[config.mk]
export PLATFORM = sky130hd
export DESIGN_NAME = pdiv_phase_clkgen
export DESIGN_NICKNAME = d
export VERILOG_FILES = /design/src/rtl/pdiv_pkg.sv /design/src/rtl/pdiv_regs.sv /design/src/rtl/pdiv_core.sv /design/src/rtl/pdiv_phase_acc.sv /design/src/rtl/pdiv_phase_clkgen.sv
export SDC_FILE = /design/constraint.sdc
export NUM_CORES = 1
export LEC_CHECK = 0
export BUFFER_PORTS_ARGS = -buffer_cell sky130_fd_sc_hd__buf_4
export CORE_MARGIN = 8
export CORE_UTILIZATION = 45
export DETAILED_ROUTE_END_ITERATION = 16
export HOLD_SLACK_MARGIN = 0.1
export PLACE_DENSITY_LB_ADDON = 0.25
export SYNTH_ARGS = -nofsm -noshare
export SYNTH_HDL_FRONTEND = slang
export SYNTH_SLANG_ARGS = --single-unit
[constraint.sdc]
create_clock -name clk -period 6 [get_ports clk]
set_clock_uncertainty 0.05 [all_clocks]
set_input_delay 1.2 -clock clk [delete_from_list [all_inputs] [get_ports clk]]
set_output_delay 1.2 -clock clk [all_outputs]
set_load 0.005 [all_outputs]
[src/rtl/pdiv_pkg.sv]
package pdiv_pkg;
    localparam int unsigned REG_W = 32;

    typedef enum logic {
        PD_HALT = 1'b0,
        PD_RUN  = 1'b1
    } pd_run_e;

    // Length in ticks of one output period for divide value d
    function automatic int unsigned pd_period(input int unsigned d, input int unsigned slot_log2);
        return (d + 1) << slot_log2;
    endfunction
endpackage

[src/rtl/pdiv_regs.sv]
module pdiv_regs
    import pdiv_pkg::*;
#(
    parameter int unsigned DIV_W       = 9,
    parameter int unsigned PH_W        = 12,
    parameter int unsigned DIV_RST_VAL = 1
) (
    input  logic             clk,
    input  logic             cold_rst_n,
    input  logic             wr_en,
    input  logic [REG_W-1:0] wr_data,
    input  logic             step_ok,
    output logic [REG_W-1:0] rd_data,
    output logic [DIV_W-1:0] div_field,
    output logic             step
);
    localparam int unsigned PH_LSB = DIV_W;
    localparam int unsigned RSV_W  = REG_W - DIV_W - PH_W;

    typedef struct packed {
        logic [DIV_W-1:0] div;
        logic [PH_W-1:0]  ph;
    } regs_t;

    regs_t r_d, r_q;
    logic  ph_idle;

    assign ph_idle = (r_q.ph == '0);
    assign step    = !ph_idle && step_ok;

    always_comb begin
        r_d = r_q;
        if (wr_en) begin
            r_d.div = wr_data[DIV_W-1:0];
        end
        if (wr_en && ph_idle) begin
            r_d.ph = wr_data[PH_LSB +: PH_W];
        end else if (step) begin
            r_d.ph = r_q.ph - PH_W'(1);
        end
    end

    always_ff @(posedge clk or negedge cold_rst_n) begin
        if (!cold_rst_n) begin
            r_q.div <= DIV_W'(DIV_RST_VAL);
            r_q.ph  <= '0;
        end else begin
            r_q <= r_d;
        end
    end

    assign rd_data   = {{RSV_W{1'b0}}, r_q.ph, r_q.div};
    assign div_field = r_q.div;
endmodule

[src/rtl/pdiv_core.sv]
module pdiv_core
    import pdiv_pkg::*;
#(
    parameter int unsigned DIV_W       = 9,
    parameter int unsigned SLOT_LOG2   = 3,
    parameter int unsigned DIV_RST_VAL = 1
) (
    input  logic             clk,
    input  logic             rst_n,
    input  logic             div_rst,
    input  logic             step,
    input  logic [DIV_W-1:0] div_field,
    output logic             step_ok,
    output logic             clk_out
);
    localparam int unsigned PW = DIV_W + 1 + SLOT_LOG2;

    typedef struct packed {
        pd_run_e          run;
        logic [DIV_W-1:0] act;
        logic [PW-1:0]    pos;
        logic             out;
    } core_t;

    core_t         c_d, c_q;
    logic [PW-1:0] period_cur;
    logic [PW-1:0] sum;
    logic [PW-1:0] half_nxt;

    assign step_ok    = (c_q.run == PD_RUN) && !div_rst;
    assign period_cur = PW'(pd_period(int'(c_q.act), SLOT_LOG2));

    always_comb begin
        c_d      = c_q;
        sum      = c_q.pos + (step ? PW'(2) : PW'(1));
        half_nxt = '0;
        if (div_rst) begin
            c_d.run = PD_HALT;
            c_d.pos = '0;
            c_d.act = div_field;
            c_d.out = 1'b0;
        end else if (c_q.run == PD_HALT) begin
            c_d.run = PD_RUN;
            c_d.pos = '0;
            c_d.act = div_field;
            c_d.out = 1'b1;
        end else begin
            if (sum >= period_cur) begin
                c_d.pos = sum - period_cur;
                c_d.act = div_field;
            end else begin
                c_d.pos = sum;
            end
            half_nxt = PW'(pd_period(int'(c_d.act), SLOT_LOG2) >> 1);
            c_d.out  = (c_d.pos < half_nxt);
        end
    end

    always_ff @(posedge clk or negedge rst_n) begin
        if (!rst_n) begin
            c_q.run <= PD_HALT;
            c_q.act <= DIV_W'(DIV_RST_VAL);
            c_q.pos <= '0;
            c_q.out <= 1'b0;
        end else begin
            c_q <= c_d;
        end
    end

    assign clk_out = c_q.out;
endmodule

[src/rtl/pdiv_phase_acc.sv]
module pdiv_phase_acc #(
    parameter int unsigned SLOT_LOG2 = 3
) (
    input  logic                 clk,
    input  logic                 rst_n,
    input  logic                 clear,
    input  logic                 step,
    output logic [SLOT_LOG2-1:0] acc
);
    logic [SLOT_LOG2-1:0] acc_d, acc_q;

    always_comb begin
        acc_d = acc_q;
        if (clear) begin
            acc_d = '0;
        end else if (step) begin
            acc_d = acc_q + SLOT_LOG2'(1);
        end
    end

    always_ff @(posedge clk or negedge rst_n) begin
        if (!rst_n) begin
            acc_q <= '0;
        end else begin
            acc_q <= acc_d;
        end
    end

    assign acc = acc_q;
endmodule

[src/rtl/pdiv_phase_clkgen.sv]
module pdiv_phase_clkgen
    import pdiv_pkg::*;
#(
    parameter int unsigned DIV_W       = 9,
    parameter int unsigned PH_W        = 12,
    parameter int unsigned SLOT_LOG2   = 3,
    parameter int unsigned DIV_RST_VAL = 1
) (
    input  logic                 clk,
    input  logic                 cold_rst_n,
    input  logic                 warm_rst_n,
    input  logic                 div_rst,
    input  logic                 phase_align,
    input  logic                 wr_en,
    input  logic [REG_W-1:0]     wr_data,
    output logic [REG_W-1:0]     rd_data,
    output logic                 clk_out,
    output logic [SLOT_LOG2-1:0] phase_acc
);
    logic             dp_rst_n;
    logic             step_ok;
    logic             step;
    logic [DIV_W-1:0] div_field;

    assign dp_rst_n = cold_rst_n & warm_rst_n;

    pdiv_regs #(
        .DIV_W      (DIV_W),
        .PH_W       (PH_W),
        .DIV_RST_VAL(DIV_RST_VAL)
    ) u_regs (
        .clk       (clk),
        .cold_rst_n(cold_rst_n),
        .wr_en     (wr_en),
        .wr_data   (wr_data),
        .step_ok   (step_ok),
        .rd_data   (rd_data),
        .div_field (div_field),
        .step      (step)
    );

    pdiv_core #(
        .DIV_W      (DIV_W),
        .SLOT_LOG2  (SLOT_LOG2),
        .DIV_RST_VAL(DIV_RST_VAL)
    ) u_core (
        .clk      (clk),
        .rst_n    (dp_rst_n),
        .div_rst  (div_rst),
        .step     (step),
        .div_field(div_field),
        .step_ok  (step_ok),
        .clk_out  (clk_out)
    );

    pdiv_phase_acc #(
        .SLOT_LOG2(SLOT_LOG2)
    ) u_acc (
        .clk  (clk),
        .rst_n(dp_rst_n),
        .clear(div_rst | phase_align),
        .step (step),
        .acc  (phase_acc)
    );
endmodule

==> results.md, run 1 <==
* DR WL met3 at roughly 420 um
* ANT cells at 0
* Final WS setup at -0.141 ns
* Status: finished with violations
* Final core occ at between 60% and 70%
* Worst min path class: reg2reg
* Share of layout cells above drive strength 1 at about two fifths
* Crit path launch type: primary input
* Largest net degree at the start of global routing at 28
* Fin. max-slew vios at 0
* Final nets at ~550
* CP max stage cell: o41a_1
* Worst slew pin tran at ~0.64 ns
* Area added between synthesis and finish at 36.5%
* DP Wirelength at 7.18 mm
* Total GRT Usage at between 15 and 20%
* Sequential share of the synthesized area at between 30% and 40%
* Maxcap violations at 0
* RSZ-0062 raised after global routing: true
* Seq cells post-synth at 48
* Worst setup EP type: flip-flop
* DR WL/cell at ~16 um
* WS Path Type: in2reg
* Max FO, Critical Path at 4
* Post-synth design cell area at around 3500 um^2
* Worst slew margin at between 50% and 60%
* Post-synth top flop: dfrtp_1
* CTS tree: yes
* Worst-skew pair later-pin latency at approximately 0.3 ns
* Leak at ~2.3 nW
* TritonCTS buffer count at 5
* Die Y at between 100 and 150 um
* Initial drt markers at 78
* Gp weighted congestion at roughly 0.85
* Maximum vdd ir drop at just under 0.2 mV
* Number of different library cells in the post-synthesis netlist at 61
* Number of synthesized flops with an enable pin at 0
* Detailed Routing Iterations Pass 1 at 4
* Vias in the first global route at between 3,000 and 4,000
* Ys Warns at 0
* Setup violations, final at 1
* Fmax at between 150 and 200 MHz
* Most frequent cells in the layout: buf_4 (116), dfrtp_1 (46), nand2_1 (29)
* Violated checks: setup timing
* Detail Route Antenna Nets at 0
* Fin crit period at between 6 and 7 ns
* Worst EP required at roughly 6.2 ns
* WL met2 at approximately 4.6 mm
* Pwr Density at between 200 and 250 nW/um^2
* H-tree depth at 2
* First-pass GRT wire length at around 16 mm
* Port bufs at 51
* Crit path max-delay family: compound AO/OA/AOI/OAI gates
* Starting Density at 46.2%
* Die Span X at between 100 and 150 um
* Post-CTS Hold Fix Bufs at 0
* Via density at approximately 5.4
* WP buf/inv at 5
* Commonest non-fill, non-tap cell in the layout: buf_4
* Cells after Synth at between 300 and 400
* DRC at 0
* Final hold vios at 0
* Clk pin slew, worst setup/hold paths at roughly 0.090 ns
* Row cnt at 32
* Avg Cell Area, Syn at 9.54 um^2
* Root buf cell: clkbuf_8
* Metal-1 WL at around 4.2 mm
* Initial antenna violation count at 0
* Async SR Flop Fraction at 100%
* Final worst path period share at 102%
* Core Area at 7690 um^2
* Total global routing overflow at 0
* Max clock buf depth at 2
* Full die area at between 10,000 and 15,000 um^2
* Via count at ~3,200
* Num ports at 74
* DR top layer: met4
* Power Total at about 1.1 mW
* Total Wirelength at 9.43 mm
* Arrival time worst endpoint at between 6 and 7 ns
* # clock sinks at 48
* Max incr delay on CP at around 0.43 ns
==> flip-flops by register name, summed over array words and instances, names as in the netlist <==
signal,count
u_acc.acc,3
u_core.c_q,23
u_core.clk_out,1
u_regs.div_field,9
u_regs.rd_data,12
==> tightest hold or removal path: stages (launching register included) <==
cell and delay [ns]:
dfstp_2 0.41, nand2_1 0.05, o21ai_0 0.07
==> what timing repair did <==
item,in CTS,in global routing
setup endpoints to repair,1,1
resized for setup,15,33
setup buffers,6,7
pin swaps,17,25
==> cell usage after synthesis, drive strengths merged, types with 4 or more instances <==
cell     n  area share (%)
nand4    9             1.6
nor3     9             1.4
nand2   30             3.2
nor2b    8             1.4
and3     7             1.2
nand3   17             2.4
nor2    18             1.9
buf     16             3.5
xnor2   20             4.9
ha      26             9.2
xor2    19             4.7
a21oi   16             2.3
a211oi   7             1.5
mux2    22             7.0
a21o     4            0.85
inv     19             2.0
mux2i    6             1.7
dfrtp   46              32
or2      4            0.71
a31oi    4            0.71
o21ai   13             1.8
nor4     6             1.6
clkbuf   4            0.42
==> cell families after synthesis <==
kind of cell / Yosys count / share of synthesized area [%]
xor+xnor: 39 / 9.63
buf+inv: 39 / 5.89
flops: 48 / 33.9
mux: 28 / 8.67
other cells: 1 / 0.106
compound gates: 66 / 12.8
fa+ha+maj: 28 / 10.3
simple gates: 123 / 18.7
==> path summary, 6_finish.rpt <==
check                                                     start                        endpoint  cells past startpoint  slack, ns
worst min-delay path            u_regs.div_field[0]$_DFFE_PN1P_        u_core.c_q[14]$_DFF_PN1_                      2       0.49
worst max register to register    u_regs.rd_data[9]$_DFFE_PN0P_        u_core.clk_out$_DFF_PN0_                     30       0.06
min in group asynchronous                            cold_rst_n  u_regs.rd_data[18]$_DFFE_PN0P_                      1       0.71
max in group asynchronous                            cold_rst_n        u_core.c_q[14]$_DFF_PN1_                      3       4.36
worst max-delay path                                    div_rst        u_core.clk_out$_DFF_PN0_                     28      -0.14
worst min register to register  u_regs.div_field[0]$_DFFE_PN1P_        u_core.c_q[14]$_DFF_PN1_                      2       0.49
==> metal layers <==
layer  vias up  global-route usage (%)
li1       1545                       -
met1      1532                    20.3
met2        80                    28.9
met3        15                    3.69
met4         0                    5.40
met5         -                       0
==> power breakdown <==
part	total, mW	switching [mW]	internal [mW]	leakage [nW]
Clock	0.198	0.114	0.0836	0.0424
Sequential	0.435	0.0570	0.378	0.603
Combinational	0.507	0.239	0.268	1.62
Total	1.14	0.410	0.730	2.26
==> layout make-up <==
class / count / area, um^2
Clock buffer: 7 / 76.3
Sequential cell: 48 / 1200
Clock inverter: 1 / 8.76
Inverter: 19 / 71.3
Timing Repair Buffer: 119 / 905
Fill cell: 649 / 2840
Multi-Input combinational cell: 295 / 2450
Tap cell: 102 / 128
==> through the flow <==
step	setup TNS [ns]	cell area [um^2]	setup WS, ns	instances	hold WS (ns)
after global routing	-0.345	4840	-0.345	591	0.516
after detailed placement	-0.498	4420	-0.498	570	0.463
final	-0.141	4840	-0.141	591	0.489
after global placement	-0.447	4420	-0.447	570	0.453
after CTS	-0.178	4620	-0.178	584	0.472
after floorplan	-0.394	3640	-0.394	382	0.438
Power figures use the tool's default switching activity.
==> run 2: changes to the inputs <==
--- a/config.mk
+++ b/config.mk
@@ -5,9 +5,10 @@
 export SDC_FILE = /design/constraint.sdc
 export NUM_CORES = 1
 export LEC_CHECK = 0
+export ABC_AREA = 1
 export BUFFER_PORTS_ARGS = -buffer_cell sky130_fd_sc_hd__buf_4
 export CORE_MARGIN = 8
-export CORE_UTILIZATION = 45
+export CORE_UTILIZATION = 25
 export DETAILED_ROUTE_END_ITERATION = 16
 export HOLD_SLACK_MARGIN = 0.1
 export PLACE_DENSITY_LB_ADDON = 0.25
==> run 2 against run 1 <==
- the flow now finishes without violations
- critical path depth is 10 higher
- power rose by 8.6%
- synthesized cell count is 40% higher
- clock power increased by 46%
- via count grew 7.4%
- routed wire length increased by 3.1%
==> results.md, run 2 <==
* Status: finished, final reports clean
* Placed insts at 793 (+39%)
* Largest net degree at the start of global routing at 28 (unchanged)
* Crit path launch type: primary input
* WS Path Type: in2reg
* RSZ-0062 raised after global routing: false
* Final worst path period share at 92.6% (-9.7 points)
* Max FO, Critical Path at 5 (+1)
* Initial antenna violation count at 0 (unchanged)
* Worst setup EP type: flip-flop
* Total GRT Usage at 10.6% (-6.2 points)
* CP most frequent cell: nand2_1
* Pwr Density at 255 nW/um^2 (+8.4%)
* Placed inst area at 4630 um^2 (+4.9%)
* Ys Warns at 0 (unchanged)
* Max incr delay on CP at 0.36 ns (-0.07 ns)
* Starting Density at 25.2% (-21 points)
* Root buf cell: clkbuf_16
* Leak at 2.54 nW (+12%)
* Worst EP required at 6.17 ns (about the same)
* Row cnt at 45 (+41%)
* Commonest non-fill, non-tap cell in the layout: nand2_1
* Port bufs at 51 (unchanged)
* Fin crit period at 5.56 ns (-0.585 ns)
* DR WL/cell at 12.1 um (-24%)
* Post-synth design cell area at 3780 um^2 (+6.4%)
* DP Wirelength at 7.88 mm (+9.7%)
* Reg2reg path depth at 39 (+30%)
* Post-synth top area cell: dfrtp_1
* Maximum vdd ir drop at 0.136 mV (-31%)
* Largest Register: u_core.c_q
* Number of synthesized flops with an enable pin at 0 (unchanged)
* Die Y at 139 um (+33%)
* Post-synth top flop: dfrtp_1
* Final hold vios at 0 (unchanged)
* Post-CTS Hold Fix Bufs at 0 (unchanged)
* Dpl ws at -0.227 ns (+0.271 ns)
* CTS tree: yes
* Fmax at 180 MHz (+11%)
* Detail Route Antenna Nets at 0 (unchanged)
* Final nets at 678 (+22%)
* TritonCTS buffer count at 5 (unchanged)
* Total global routing overflow at 0 (unchanged)
* Detailed Routing Iterations Pass 1 at 4 (unchanged)
* Core Area at 15,000 um^2 (+95%)
* Setup violations, final at 0 (-1)
* Area added between synthesis and finish at 28.5%
* Gp weighted congestion at 0.832 (-2.1%)
* Top cells by area, synth: dfrtp_1 (30%), nand2_1 (13%), ha_1 (8.6%)
* Initial drt markers at 129 (+65%)
* Total Wirelength at 9.73 mm (+3.1%)
* Final WS setup at 0.443 ns (+0.585 ns)
* ANT cells at 0 (unchanged)
* Die Span X at 139 um (+33%)
* Final Cell Area at 4850 um^2 (+0.18%)
* Post-synth top area share at 30.5% (-2.0 points)
* Seq cells post-synth at 48 (unchanged)
* Number of different library cells in the post-synthesis netlist at 48 (-21%)
* Via count at 3,407 (+7.4%)
* Cells after Synth at 520 (+40%)
* Full die area at 19,300 um^2 (+76%)
* Worst slew pin tran at 1.09 ns (+0.450 ns)
* Avg Cell Area, Syn at 7.26 um^2 (-24%)
* # clock sinks at 48 (unchanged)
* Num ports at 74 (unchanged)
* Async SR Flop Fraction at 100% (unchanged)
* Number of cells on the worst hold path at 1 (-1)
* DRC at 0 (unchanged)
* CP max stage cell: fa_2
* Clk pin slew, worst setup/hold paths at 0.06 ns (-0.03 ns)
* Fin. max-slew vios at 0 (unchanged)
* Worst slew margin at 27.2% (-30 points)
* Fin cells at 801 (+36%)
* H-tree depth at 2 (unchanged)
* Final core occ at 32.4% (-31 points)
* Max clock buf depth at 2 (unchanged)
* Worst-skew pair later-pin latency at 0.29 ns (about the same)
* Vias in the first global route at 3,612 (+9.3%)
* Setup TNS at 0 ns (+0.141 ns)
* Synth top cells by count: nand2_1 (130), inv_1 (77), nor2_1 (47)
* Most frequent cell after synthesis: nand2_1
* Max FFs per register at 23 (unchanged)
* Sequential share of the synthesized area at 31.9% (-2.0 points)
* Share of layout cells above drive strength 1 at 25.0% (-16 points)
* First-pass GRT wire length at 17.1 mm (+11%)
* Arrival time worst endpoint at 5.72 ns (-0.59 ns)
* Via density at 4.25 (-21%)
* Worst min path class: reg2reg
* Most frequent cells in the layout: nand2_1 (127), buf_4 (95), inv_1 (77)
* Maxcap violations at 0 (unchanged)
## run 2: cell families (layout without fill, tap and decap cells)
kind of cell,count (synthesis),count (layout),synth area share [%]
AOI/OAI and AO/OA,76,76,11.8
adders and majority gates,28,28,9.68
xor gates and xnor gates,26,26,6.03
and+or+nand+nor,237,237,28.1
DFF,48,48,31.9
buffers and inverters,103,186,12.2
other,1,11,0.0993
muxes,1,1,0.298
## run 2: repair_timing
action | CTS | global route
resized for setup | 0 | 18
buffers inserted | 0 | 0
endpoints found under the setup margin | 0 | 1
## run 2: critical path: cells and delay by family
family | cells | cell delay [ns]
and+or+nand+nor | 18 | 1.71
buffers and inverters | 8 | 0.57
AOI/OAI and AO/OA | 5 | 0.64
adders and majority gates | 5 | 1.32
xor gates and xnor gates | 2 | 0.30
## run 2: layout make-up
| cell class | instances | area, um^2 |
|---|---|---|
| timing repair buffer | 96 | 733 |
| multi-input combinational | 379 | 2220 |
| clock buffer | 7 | 143 |
| inverter | 82 | 308 |
| tap | 188 | 235 |
| sequential | 48 | 1200 |
| fill | 1633 | 10100 |
| clock inverter | 1 | 7.51 |
## run 2: final timing paths
path / startpoint / to / slack [ns]
max in group asynchronous: cold_rst_n / u_core.c_q[22]$_DFF_PN0_ / 3.83
worst max-delay path: div_rst / u_core.clk_out$_DFF_PN0_ / 0.44
worst max register to register: u_regs.rd_data[9]$_DFFE_PN0P_ / u_core.clk_out$_DFF_PN0_ / 0.51
worst min-delay path: u_core.c_q[23]$_DFF_PN0_ / u_core.clk_out$_DFF_PN0_ / 0.39
min in group asynchronous: cold_rst_n / u_regs.rd_data[16]$_DFFE_PN0P_ / 0.74
worst min register to register: u_core.c_q[23]$_DFF_PN0_ / u_core.clk_out$_DFF_PN0_ / 0.39
## run 2: per-stage QoR
stage	hold slack (ns)	power (mW)
2_1_floorplan	0.367	0.738
3_3_place_gp	0.384	0.934
3_5_place_dp	0.375	0.944
4_1_cts	0.387	1.24
5_1_grt	0.407	1.34
6_report	0.387	1.24
## run 2: routing by layer
layer / routed length [um] / track usage (%)
met1: 4620 / 13.2
met2: 4720 / 18.3
met5: 0 / 0
met3: 278 / 1.79
met4: 109 / 2.77
## run 2: power by group
| group | internal [mW] | switching, mW | leakage, nW | total [mW] |
|---|---|---|---|---|
| sequential | 0.371 | 0.0511 | 0.613 | 0.422 |
| combinational | 0.244 | 0.282 | 1.85 | 0.526 |
| clock | 0.166 | 0.124 | 0.0701 | 0.290 |
